--- src/rtl/cyc_pkg.sv ---
package cyc_pkg;

    // Target and source codes shared by the write and read ports.
    typedef enum logic [1:0] {
        SEL_LO   = 2'd0,
        SEL_HI   = 2'd1,
        SEL_INH  = 2'd2,
        SEL_NONE = 2'd3
    } csr_sel_e;

    // Counting controller states.
    typedef enum logic {
        ST_RUN  = 1'b0,
        ST_HOLD = 1'b1
    } cnt_state_e;

endpackage

--- src/rtl/cyc_inhibit_fsm.sv ---
module cyc_inhibit_fsm
    import cyc_pkg::*;
(
    input  logic clk,
    input  logic rst,
    input  logic wr_inh,
    input  logic wr_bit,
    output logic cnt_en,
    output logic inh_flag
);

    cnt_state_e state_q;
    cnt_state_e state_d;

    // State register.
    always_ff @(posedge clk) begin
        if (rst) begin
            state_q <= ST_RUN;
        end else begin
            state_q <= state_d;
        end
    end

    // Next-state logic.
    always_comb begin
        state_d = state_q;
        unique case (state_q)
            ST_RUN: begin
                if (wr_inh && wr_bit) begin
                    state_d = ST_HOLD;
                end
            end
            ST_HOLD: begin
                if (wr_inh && !wr_bit) begin
                    state_d = ST_RUN;
                end
            end
            default: state_d = ST_RUN;
        endcase
    end

    // Outputs.
    always_comb begin
        cnt_en   = 1'b0;
        inh_flag = 1'b0;
        unique case (state_q)
            ST_RUN:  cnt_en   = 1'b1;
            ST_HOLD: inh_flag = 1'b1;
            default: cnt_en   = 1'b1;
        endcase
    end

    // a set write freezes counting from the next cycle.
    a_r8_enter_hold: assert property (@(posedge clk) disable iff (rst)
        (wr_inh && wr_bit) |=> (inh_flag && !cnt_en));

    // a clear write resumes counting from the next cycle.
    a_r9_leave_hold: assert property (@(posedge clk) disable iff (rst)
        (wr_inh && !wr_bit) |=> (cnt_en && !inh_flag));

    // without an inhibit write the state does not move.
    a_r11_state_kept: assert property (@(posedge clk) disable iff (rst)
        !wr_inh |=> $stable(inh_flag));

endmodule

--- src/rtl/cyc_half.sv ---
module cyc_half #(
    parameter int W = 32
) (
    input  logic         clk,
    input  logic         rst,
    input  logic         wr_hit,
    input  logic [W-1:0] wr_data,
    input  logic         inc_in,
    output logic [W-1:0] q,
    output logic         all_ones
);

    logic [W-1:0] q_d;

    always_comb begin
        if (wr_hit) begin
            q_d = wr_data;
        end else begin
            q_d = q + W'(inc_in);
        end
    end

    always_ff @(posedge clk) begin
        if (rst) begin
            q <= '0;
        end else begin
            q <= q_d;
        end
    end

    assign all_ones = &q;

    // the written value is stored as-is.
    a_r2_write_as_is: assert property (@(posedge clk) disable iff (rst)
        wr_hit |=> (q == $past(wr_data)));

    // one step per enabled cycle.
    a_r4_single_step: assert property (@(posedge clk) disable iff (rst)
        (!wr_hit && inc_in) |=> (q == $past(q) + W'(1)));

    // frozen value holds when no write arrives.
    a_r8_frozen: assert property (@(posedge clk) disable iff (rst)
        (!wr_hit && !inc_in) |=> $stable(q));

endmodule

--- src/rtl/cyc_counter64.sv ---
module cyc_counter64
    import cyc_pkg::*;
#(
    parameter int HALF_W = 32
) (
    input  logic              clk,
    input  logic              rst,
    input  logic              wr_en,
    input  logic [1:0]        wr_sel,
    input  logic [HALF_W-1:0] wr_data,
    input  logic [1:0]        rd_sel,
    output logic [HALF_W-1:0] rd_data
);

    localparam int NUM_HALVES = 2;

    logic                  cnt_en;
    logic                  inh_flag;
    logic                  wr_inh;
    logic [NUM_HALVES-1:0] hit;
    logic [NUM_HALVES-1:0] inc;
    logic [NUM_HALVES-1:0] ones;
    logic [HALF_W-1:0]     half_q [NUM_HALVES];

    assign wr_inh = wr_en && (wr_sel == SEL_INH);

    cyc_inhibit_fsm u_fsm (
        .clk      (clk),
        .rst      (rst),
        .wr_inh   (wr_inh),
        .wr_bit   (wr_data[0]),
        .cnt_en   (cnt_en),
        .inh_flag (inh_flag)
    );

    // Carry into each half comes from the enable and the ones of all lower
    // halves; this is evaluated on the pre-write values.
    always_comb begin
        inc[0] = cnt_en;
        for (int i = 1; i < NUM_HALVES; i++) begin
            inc[i] = inc[i-1] & ones[i-1];
        end
    end

    for (genvar g = 0; g < NUM_HALVES; g++) begin : g_half
        assign hit[g] = wr_en && (wr_sel == 2'(g));

        cyc_half #(.W(HALF_W)) u_half (
            .clk      (clk),
            .rst      (rst),
            .wr_hit   (hit[g]),
            .wr_data  (wr_data),
            .inc_in   (inc[g]),
            .q        (half_q[g]),
            .all_ones (ones[g])
        );
    end

    always_comb begin
        unique case (csr_sel_e'(rd_sel))
            SEL_LO:   rd_data = half_q[0];
            SEL_HI:   rd_data = half_q[1];
            SEL_INH:  rd_data = {{(HALF_W-1){1'b0}}, inh_flag};
            SEL_NONE: rd_data = '0;
            default:  rd_data = '0;
        endcase
    end

    // carry from the pre-write low value still reaches the high half.
    a_r5_carry_on_low_write: assert property (@(posedge clk) disable iff (rst)
        (wr_en && wr_sel == SEL_LO && cnt_en && (&half_q[0]))
        |=> (half_q[1] == $past(half_q[1]) + HALF_W'(1)));

    // the low half steps and the written high value wins over the carry.
    a_r6_low_steps_on_high_write: assert property (@(posedge clk) disable iff (rst)
        (wr_en && wr_sel == SEL_HI && cnt_en)
        |=> (half_q[0] == $past(half_q[0]) + HALF_W'(1)
             && half_q[1] == $past(wr_data)));

    // full wrap to zero.
    a_r7_wrap: assert property (@(posedge clk) disable iff (rst)
        (!wr_en && cnt_en && (&half_q[0]) && (&half_q[1]))
        |=> (half_q[0] == '0 && half_q[1] == '0));

    // reserved write target leaves everything alone while frozen.
    a_r11_reserved_write: assert property (@(posedge clk) disable iff (rst)
        (wr_en && wr_sel == SEL_NONE && !cnt_en)
        |=> ($stable(half_q[0]) && $stable(half_q[1]) && $stable(inh_flag)));

    // reset leaves the count at zero and counting enabled.
    a_r1_reset: assert property (@(posedge clk)
        rst |=> (half_q[0] == '0 && half_q[1] == '0 && cnt_en));

endmodule

--- config.mk ---
export PLATFORM = sky130hd
export DESIGN_NAME = cyc_counter64
export DESIGN_NICKNAME = d
export VERILOG_FILES = /design/src/rtl/cyc_pkg.sv /design/src/rtl/cyc_inhibit_fsm.sv /design/src/rtl/cyc_half.sv /design/src/rtl/cyc_counter64.sv
export SDC_FILE = /design/constraint.sdc
export NUM_CORES = 1
export LEC_CHECK = 0
export BUFFER_PORTS_ARGS = -buffer_cell sky130_fd_sc_hd__buf_2
export CORE_MARGIN = 2
export CORE_UTILIZATION = 24
export CTS_CLUSTER_SIZE = 20
export DETAILED_ROUTE_END_ITERATION = 12
export PLACE_DENSITY = 0.44
export SLEW_MARGIN = 5
export SYNTH_ARGS = -nofsm -noshare
export SYNTH_HDL_FRONTEND = slang
export SYNTH_SLANG_ARGS = --single-unit
--- constraint.sdc ---
create_clock -name clk -period 2.9 [get_ports clk]
set_input_delay 0.435 -clock clk [delete_from_list [all_inputs] [get_ports clk]]
set_output_delay 0.435 -clock clk [all_outputs]
set_load 0.02 [all_outputs]
Yosys cells after proc, flatten, opt, wreduce, memory -nomap -nowiden --
Cells that the tools add are included. Widths: inputs -> output; s select.
Storage, ports and cells: logic and storage cells 29, register bits after elaboration 65, output and inout port bits 32
Cells by class: mux-type cells 8, equality and inequality tests 5, reductions and logical operators 9, bitwise logic cells 2, add/sub/neg operators 2
Operators by type and width (count):
- $pmux 32 s4 | 1
- $add 32x1->32 | 2
- $mux 32 | 2
- $reduce_and 32->1 | 1
- $eq 2x2->1 const B | 3
- $logic_and 1x1->1 | 5
- $eq 2x1->1 const B | 2
- $logic_not 2->1 | 2
- $mux 1 | 4
- $pmux 1 s2 | 1
- $and 1x1->1 | 1
- $logic_not 1->1 | 1
- $not 1->1 | 1

Longest topological paths before layout --
Gate-level depths: netlist of the first run.
word-level depth 5, depth in mapped cells 11, mapped depth without buffers 11

Cells and area by module --
A second synthesis of the first run with hierarchy kept.
Second synthesis, totals: cells, all modules 543, area, all modules 4435.5 µm²
By module, submodules not included:
- cyc_half | area each 1914.3 µm², cells an instance 231, instances 2
- cyc_counter64 | area each 569.3 µm², cells an instance 77, instances 1
- cyc_inhibit_fsm | area each 37.5 µm², cells an instance 4, instances 1

Worst setup path before layout of the first run --
OpenSTA, ideal clock, no wires.
kind register to register, start register g_half[0].u_half.q[16], end register g_half[1].u_half.q[20], setup slack -0.244 ns, arrival 3.059 ns, data required time 2.814 ns, period minus slack after synthesis 3.144 ns, cell stages (with the launch flop) 12, setup time 0.086 ns, path buffers 0, cells stage by stage dfxtp_1 nand4_1 nor4_2 nand3_1 nor4_1 ha_1 ha_1 nand3_1 nor4_4 nand4_1 xor2_1 a211oi_1
Between the ends: longest elaborated chain between the ends 4
Ends and longest elaborated chain:
- from (decl) | RTL line cyc_half.sv:9 | output logic [W-1:0] q,
- from (signal assigned) | RTL line cyc_half.sv:27 | q <= q_d;
- $reduce_and 32->1 | RTL line cyc_half.sv:31 | assign all_ones = &q;
- $and 1x1->1 | RTL line cyc_counter64.sv:41 | inc[i] = inc[i-1] & ones[i-1];
- $add 32x1->32 | RTL line cyc_half.sv:19 | q_d = q + W'(inc_in);
- $mux 32 | RTL line cyc_half.sv:16 | if (wr_hit) begin
- to (signal assigned) | RTL line cyc_half.sv:27
- to (decl) | RTL line cyc_half.sv:9
Every way passes these cells. A chain may end at the register's enable or synchronous reset.

Final worst setup path of the first run --
start register g_half[0].u_half.q[15], end register g_half[1].u_half.q[29]
The elaborated chain is that of the path after synthesis.

==> impl_metrics.ini, run 1 <==
[run_status]
status = completed

[cts]
cts_sinks = 65
clock_path_buffers = 2
cts_made_buffers = 9
root_buffer = clkbuf_16
clk_latency_ns = 0.34
path_clk_slew_ns = 0.06
postCtsHoldBufs = 0
htree_levels = 3
cts_tree = built

[route]
drt_wl_total_mm = 12.6
viasPerCell = 4.77
first_iter_violations = 198
antenna_left = 0
vias = 3742
drc_errors = 0
first_pass_iters = 4
avgRoutedWirePerCell_um = 16.1

[place]
placed_area_mm2 = 0.00473
io_buffers = 70
place_hpwl_mm = 9.21
finalWeightedCongestion = 0.799

[synthesis]
yosysWarnings = 0
netlist.area_leader.share_pct = 33.0
synth-seq-cells = 65
ys.flop_type = dfxtp_1
yosysSeqAreaShare_pct = 33.0
syn-num-nets = 523
yosys.area.top_type = dfxtp_1
synthesis.area_mm2 = 0.00394
synth-async-reset-ratio_pct = 0
synthCells = 480
synth_area_leaders = dfxtp_1, a211oi_1, nor2_1, mux2i_1, xor2_1
postSynthAreaPerCell_um2 = 8.21
synth_cell_types = 38
synth_edf_count = 0

[global_routing]
grt_pass1_wl_mm = 20.9
antenna_found_initial = 0
grt_max_degree = 63
gr-total-overflow = 0
track_usage_pct = 15.0
grt_pass1_vias = 3922

[final_layout]
largest_register_ffs = 64
drive_gt1_share_pct = 23.8
reg_top3 = g_half.u_half.q x64
diodes = 0
layout.nets = 606
syn2layout_area_growth_pct = 27.7
fin_area_mm2 = 0.00503
regArea_mm2 = 0.00130
multi_input_area_mm2 = 0.00252
fin_util_pct = 31.5
n_fill_cell = 1742
largest-register = g_half.u_half.q

[sta]
period_share_pct = 92.8
slew_headroom_pct = 49.3
fmax_mhz = 372
drv_slew = 0
worstMarginPinSlew_ns = 0.761
hold_violations = 0
fin_skew_ns = 0.00834
min_period_ns = 2.69
setup_violations = 0

[worst_setup_path]
path_max_fanout = 10
worst_setup_path_start_kind = flip-flop
crit_type = reg -> reg
required_ns = 3.15
endpoint_kind = flip-flop
worstPathArrival_ns = 2.94

[die]
start_util_pct = 24.7
core_mm2 = 0.0159
dieHeight_um = 132
die_area_mm2 = 0.0175
num_io_pins = 71
fp-row-count = 46
die_width_um = 132

[power_and_ir_drop]
leakage_nw = 2.04
peakVddDrop_v = 0.000290
p_per_area_mw_per_mm2 = 462

[worst_hold_path]
hold_path_class = in -> reg

[job]
maxCapViolations = 0
[routing by layer]
| metal | up-vias | track usage [%] | share of wire (%) |
|---|---|---|---|
| li1 | 1887 | - | - |
| met1 | 1755 | 21.2 | 51 |
| met2 | 85 | 23.0 | 44 |
| met3 | 15 | 2.88 | 4.0 |
| met4 | 0 | 5.13 | 1.4 |
| met5 | - | 0 | 0 |
[Yosys cell counts (all sizes together), types with 2 or more instances]
cell	n
a22o	4
nand3b	4
nand3	25
nand4	19
o21ai	5
and2	4
a311oi	4
inv	6
nor2	100
or3	5
nor4	5
a21oi	3
nand2	25
mux2i	34
buf	2
and4	6
clkbuf	29
nor3	8
xnor2	21
a211oi	51
dfxtp	65
xor2	34
ha	4
and3	9
[logic make-up after synthesis]
kind of cell	after synthesis	share of synthesized area, %
AND/OR/NAND/NOR	216	28.0
AO/OA/AOI/OAI	68	12.8
flip-flops	65	33.0
XOR/XNOR	55	12.2
buffers and inverters	37	3.75
multiplexers	35	8.93
adder cells (fa/ha/maj)	4	1.27
[critical path, cell delays in order, from the launching register on]
cell      delay (ns)
dfxtp_1         0.34
nand4_1         0.15
nor4_4          0.35
nand3_2         0.12
nor4_2          0.16
ha_2            0.23
and4_1          0.23
nor4b_4         0.25
buf_12          0.18
nand4_1         0.17
xor2_1          0.20
a211oi_1        0.22
[cell usage in the layout (no fill, tap or decap), types with 3 or more instances in the layout]
cell / count
a211oi_1: 49
and4_1: 6
nor3_1: 6
and3_1: 9
dfxtp_1: 63
o21ai_0: 5
mux2i_1: 34
inv_1: 6
a22o_1: 4
xnor2_1: 21
xor2_1: 34
and2_1: 4
buf_4: 30
ha_1: 3
nand2_1: 25
nor4_4: 3
nand3_1: 23
clkbuf_16: 9
buf_2: 70
or3_1: 5
a21oi_1: 3
nand3b_1: 4
nand4_1: 18
buf_12: 3
a311oi_1: 4
clkinv_2: 3
nor2_1: 100
[path summary, 6_finish.rpt]
path                          startpoint                     end  slack, ns  cells after the start
setup / recovery  g_half[0].u_half.q[15]  g_half[1].u_half.q[29]       0.21                     11
hold / removal               wr_data[27]  g_half[0].u_half.q[27]       0.34                      2
setup reg to reg  g_half[0].u_half.q[15]  g_half[1].u_half.q[29]       0.21                     11
hold reg to reg    g_half[1].u_half.q[6]   g_half[1].u_half.q[6]       0.54                      2
[report_power, final]
| part | leakage, nW | total (W) | internal, W | switching [W] |
|---|---|---|---|---|
| Clock | 0.139 | 0.00102 | 0.000621 | 0.000396 |
| Combinational | 1.37 | 0.000313 | 0.000132 | 0.000181 |
| Sequential | 0.533 | 0.000994 | 0.000945 | 0.0000497 |
| Total | 2.04 | 0.00232 | 0.00170 | 0.000627 |
[final cells by class]
class	instances	share of cell area, %
clock buffer	13	5.17
clock inverter	3	0.299
inverter	6	0.448
multi-input combinational	378	50.1
sequential	65	25.9
tap	216	5.37
timing repair buffer	103	12.6
[stage by stage]
| step | cells | setup TNS [ns] | hold WS, ns | setup slack (ns) | power [W] |
|---|---|---|---|---|---|
| 6_report | 784 | 0 | 0.341 | 0.209 | 0.00232 |
| 5_1_grt | 784 | -0.0136 | 0.356 | -0.0136 | 0.00244 |
| 4_1_cts | 783 | 0 | 0.328 | 0.0533 | 0.00236 |
| 3_5_place_dp | 767 | 0 | 0.530 | 0.0545 | 0.00133 |
| 3_3_place_gp | 767 | 0 | 0.511 | 0.145 | 0.00132 |
| 2_1_floorplan | 480 | 0 | 0.492 | 0.00528 | 0.00119 |
[what timing repair did]
action | CTS | global route
pin swaps | 0 | 2
buffers inserted | 0 | 1
gates resized for setup | 1 | 2
endpoints found under the setup margin | 1 | 12
(Power assumes the default switching activity.)
==> inputs of run 2 (changes only) <==
- BUFFER_PORTS_ARGS: -buffer_cell sky130_fd_sc_hd__buf_2 -> not set
- DONT_BUFFER_PORTS: not set -> 1
- PLACE_DENSITY: 0.44 -> 0.4
- TNS_END_PERCENT: not set -> 20
==> impl_metrics.ini, run 2 (synthesis results as in run 1) <==
[route]
avgRoutedWirePerCell_um = 17.9
drt_wl_total_mm = 12.8
vias = 3527
drc_errors = 0
first_iter_violations = 171
antenna_left = 0
first_pass_iters = 4
viasPerCell = 4.94

[cts]
path_clk_slew_ns = 0.06
htree_levels = 3
root_buffer = clkbuf_16
clk_latency_ns = 0.34
cts_made_buffers = 9
cts_tree = built
cts_sinks = 65
postCtsHoldBufs = 0
clock_path_buffers = 2

[die]
start_util_pct = 24.7
fp-row-count = 46
die_width_um = 132
core_mm2 = 0.0159
dieHeight_um = 132
num_io_pins = 71
die_area_mm2 = 0.0175

[final_layout]
drive_gt1_share_pct = 14.3
largest-register = g_half.u_half.q
stdcell_count = 714
diodes = 0
final_cell_mix = nor2_1, dfxtp_1, a211oi_1
largest_register_ffs = 64
fin_util_pct = 29.5
layout.nets = 537
final_common_cell = nor2_1
reg_top3 = g_half.u_half.q x64
syn2layout_area_growth_pct = 19.4

[sta]
drv_slew = 0
fin_skew_ns = 0.00701
fmax_mhz = 358
min_period_ns = 2.80
rsz0062_at_grt = true
hold_violations = 0
setup_violations = 0
slew_headroom_pct = 51.7
period_share_pct = 96.4
worstMarginPinSlew_ns = 0.718

[run_status]
status = completed

[global_routing]
grt_pass1_vias = 3640
grt_pass1_wl_mm = 20.7
track_usage_pct = 15.2
grt_max_degree = 64
gr-total-overflow = 0
antenna_found_initial = 0

[place]
io_buffers = 0
finalWeightedCongestion = 0.788
dp.cells = 697
place_hpwl_mm = 9.10

[power_and_ir_drop]
p_total_w = 0.00234
p_per_area_mw_per_mm2 = 497
peakVddDrop_v = 0.000278
leakage_nw = 1.72

[worst_setup_path]
cp_common_cell = nand4_1
crit_type = reg -> reg
critPathBufInv = 1
cp_cell_sequence = nand4_1 -> nor4_4 -> nand3_2 -> nor4_2 -> ha_2 -> and4_4 -> nor4b_4 -> buf_6 -> nand4_1 -> xor2_1 -> a211oi_1
worst_setup_path_start_kind = flip-flop
path_max_fanout = 4
worstPathArrival_ns = 3.05
endpoint_kind = flip-flop
crit_family = simple AND/OR/NAND/NOR gates
required_ns = 3.15
cpPeakStageDelay_ns = 0.38
crit_slowest_cell = nor4_4

[job]
maxCapViolations = 0

[worst_hold_path]
hold_path_class = in -> reg
[run 2: stage by stage]
stage               worst slack (ns)  area (um^2)  setup TNS, ns  hold WS (ns)
detailed placement          -0.00999         4360        -0.0157         0.517
global route                 -0.0670         4700         -0.515         0.150
CTS                          0.00841         4660              0         0.151
floorplan                    0.00528         3960              0         0.492
finish                         0.104         4700              0         0.163
global placement              0.0437         4360              0         0.511
[run 2: final timing paths]
check                         startpoint                     end  slack [ns]  depth (start not counted)
setup / recovery  g_half[0].u_half.q[19]  g_half[1].u_half.q[29]        0.10                         11
hold / removal                       rst   g_half[1].u_half.q[4]        0.16                          1
setup reg to reg  g_half[0].u_half.q[19]  g_half[1].u_half.q[29]        0.10                         11
hold reg to reg    g_half[1].u_half.q[6]   g_half[1].u_half.q[6]        0.56                          2
[run 2: metal layers]
layer | GRT usage, % | share of wire (%)
met4 | 3.80 | 1.1
met2 | 23.4 | 44
met1 | 20.7 | 49
met3 | 4.54 | 5.5
met5 | 0 | 0
[run 2: area by class of cell]
type | count | area [um^2]
repair buffers | 34 | 275
inverters | 6 | 22.5
clock inverters | 2 | 37.5
flip-flops and latches | 65 | 1310
multi-input cells | 378 | 2530
well taps | 216 | 270
clock buffers | 13 | 260
fillers | 1732 | 11200
[run 2: power by group]
| group | switching [W] | total [W] | internal (W) |
|---|---|---|---|
| sequential | 0.0000498 | 0.000995 | 0.000945 |
| clock | 0.000412 | 0.00112 | 0.000708 |
| combinational | 0.000122 | 0.000223 | 0.000101 |
[run 2: timing repair]
action | 4_1_cts | 5_1_grt
gates resized for setup | 1 | 10
buffers inserted | 0 | 2
endpoints found under the setup margin | 9 | 19
pin swaps | 0 | 12
==> inputs of run 3 (changes only) <==
- CORE_MARGIN: 2 -> 3
==> impl_metrics.ini, run 3 (synthesis results as in run 1) <==
[run_status]
status = completed

[route]
first_pass_iters = 4
antenna_left = 0
avgRoutedWirePerCell_um = 17.9
vias = 3502
drt_wl_total_mm = 12.7
first_iter_violations = 170
drc_errors = 0
viasPerCell = 4.92

[die]
dieHeight_um = 134
die_width_um = 134
core_mm2 = 0.0160
die_area_mm2 = 0.0180
num_io_pins = 71
fp-row-count = 46
start_util_pct = 24.6

[final_layout]
final_cell_mix = nor2_1, dfxtp_1, a211oi_1
final_common_cell = nor2_1
largest-register = g_half.u_half.q
drive_gt1_share_pct = 12.7
layout.nets = 534
syn2layout_area_growth_pct = 19.1
n_fill_cell = 1762
regArea_mm2 = 0.00130
reg_top3 = g_half.u_half.q x64
multi_input_area_mm2 = 0.00252
diodes = 0
largest_register_ffs = 64
stdcell_count = 712

[global_routing]
grt_pass1_vias = 3539
antenna_found_initial = 0
gr-total-overflow = 0
grt_max_degree = 64
grt_pass1_wl_mm = 20.3
track_usage_pct = 14.5

[sta]
worstMarginPinSlew_ns = 0.783
rsz0062_at_grt = false
setup_violations = 0
drv_slew = 0
min_period_ns = 2.71
period_share_pct = 93.4
hold_violations = 0
fmax_mhz = 369
whs_ns = 0.168
fin_skew_ns = 0.0135
slew_headroom_pct = 47.4
setup_slack_ns = 0.192
setup_tns_ns = 0

[place]
dp.cells = 695
io_buffers = 0
place_ws_ns = 0.00352
place_hpwl_mm = 9.06
finalWeightedCongestion = 0.800

[worst_setup_path]
worstPathArrival_ns = 2.96
endpoint_kind = flip-flop
cp_cell_sequence = nand4_1 -> nor4_4 -> nand3_2 -> nor4_2 -> ha_2 -> and4_1 -> nor4b_4 -> buf_6 -> nand4_1 -> xor2_1 -> a211oi_1
r2r-start = g_half[0].u_half.q[15]
worst_setup_path_start_kind = flip-flop
r2r_cells = 11
crit_type = reg -> reg
critPathLaunch = g_half[0].u_half.q[15]
required_ns = 3.15
crit_slowest_cell = nor4_4
path_max_fanout = 10
endpoint = g_half[1].u_half.q[31]
cpPeakStageDelay_ns = 0.36
r2r-end = g_half[1].u_half.q[31]
cp_common_cell = nand4_1
reg2reg_slack_ns = 0.19

[power_and_ir_drop]
peakVddDrop_v = 0.000259
p_total_w = 0.00241
p_per_area_mw_per_mm2 = 513
leakage_nw = 1.71

[job]
maxCapViolations = 0

[cts]
cts_tree = built
root_buffer = clkbuf_16
postCtsHoldBufs = 0
clk_latency_ns = 0.34
cts_sinks = 65
htree_levels = 3
clock_path_buffers = 2
cts_made_buffers = 9
path_clk_slew_ns = 0.06

[worst_hold_path]
hp-start = rst
hold_path_class = in -> reg
[run 3: worst min-delay path by stage]
stage | endpoint | slack (ns) | cells past startpoint
3_3_place_gp | g_half[1].u_half.q[6] | 0.51 | 2
6_report | flip-flop | 0.17 | 1
4_1_cts | g_half[1].u_half.q[2] | 0.15 | 1
5_1_grt | g_half[0].u_half.q[0] | 0.14 | 1
2_1_floorplan | g_half[0].u_half.q[31] | 0.49 | 2
3_5_place_dp | g_half[0].u_half.q[11] | 0.52 | 1
[run 3: critical path: cells and delay by family (launching register included)]
| family | cells | cell delay [ns] |
|---|---|---|
| buffers and inverters | 1 | 0.19 |
| AND/OR/NAND/NOR | 7 | 1.44 |
| XOR/XNOR | 1 | 0.20 |
| adder cells (fa/ha/maj) | 1 | 0.24 |
| flip-flops | 1 | 0.34 |
| AO/OA/AOI/OAI | 1 | 0.22 |
[run 3: layout make-up]
cell class	instances	area share (%)
flip-flops and latches	65	27.8
repair buffers	31	5.31
inverters	6	0.480
clock buffers	12	5.25
clock inverters	4	1.63
well taps	216	5.76
multi-input cells	378	53.8
[run 3: through the flow]
stage | instance area, um^2 | util, %
2_1_floorplan | 3960 | -
3_3_place_gp | 4340 | 27.1
3_5_place_dp | 4340 | 27.1
4_1_cts | 4680 | 29.2
5_1_grt | 4690 | 29.3
6_report | 4690 | 29.3
[run 3: report_power, final]
group	internal (W)	total, W	leakage [nW]	switching [W]
logic	0.0000999	0.000221	1.03	0.000122
clock network	0.000778	0.00119	0.153	0.000415
registers	0.000944	0.000993	0.533	0.0000488
total	0.00182	0.00241	1.71	0.000585
[run 3: layer usage]
layer	global-route usage, %	share of wire (%)	up-vias
li1	-	-	1743
met1	19.9	49	1665
met2	21.8	44	88
met3	5.51	6.4	6
met4	3.05	0.68	0
met5	0	0	-
[run 3: timing repair]
action | in CTS | in global routing
pin swaps | 3 | 1
setup buffers | 1 | 0
cloned | 0 | 0
resized for setup | 1 | 3
setup endpoints to repair | 2 | 22
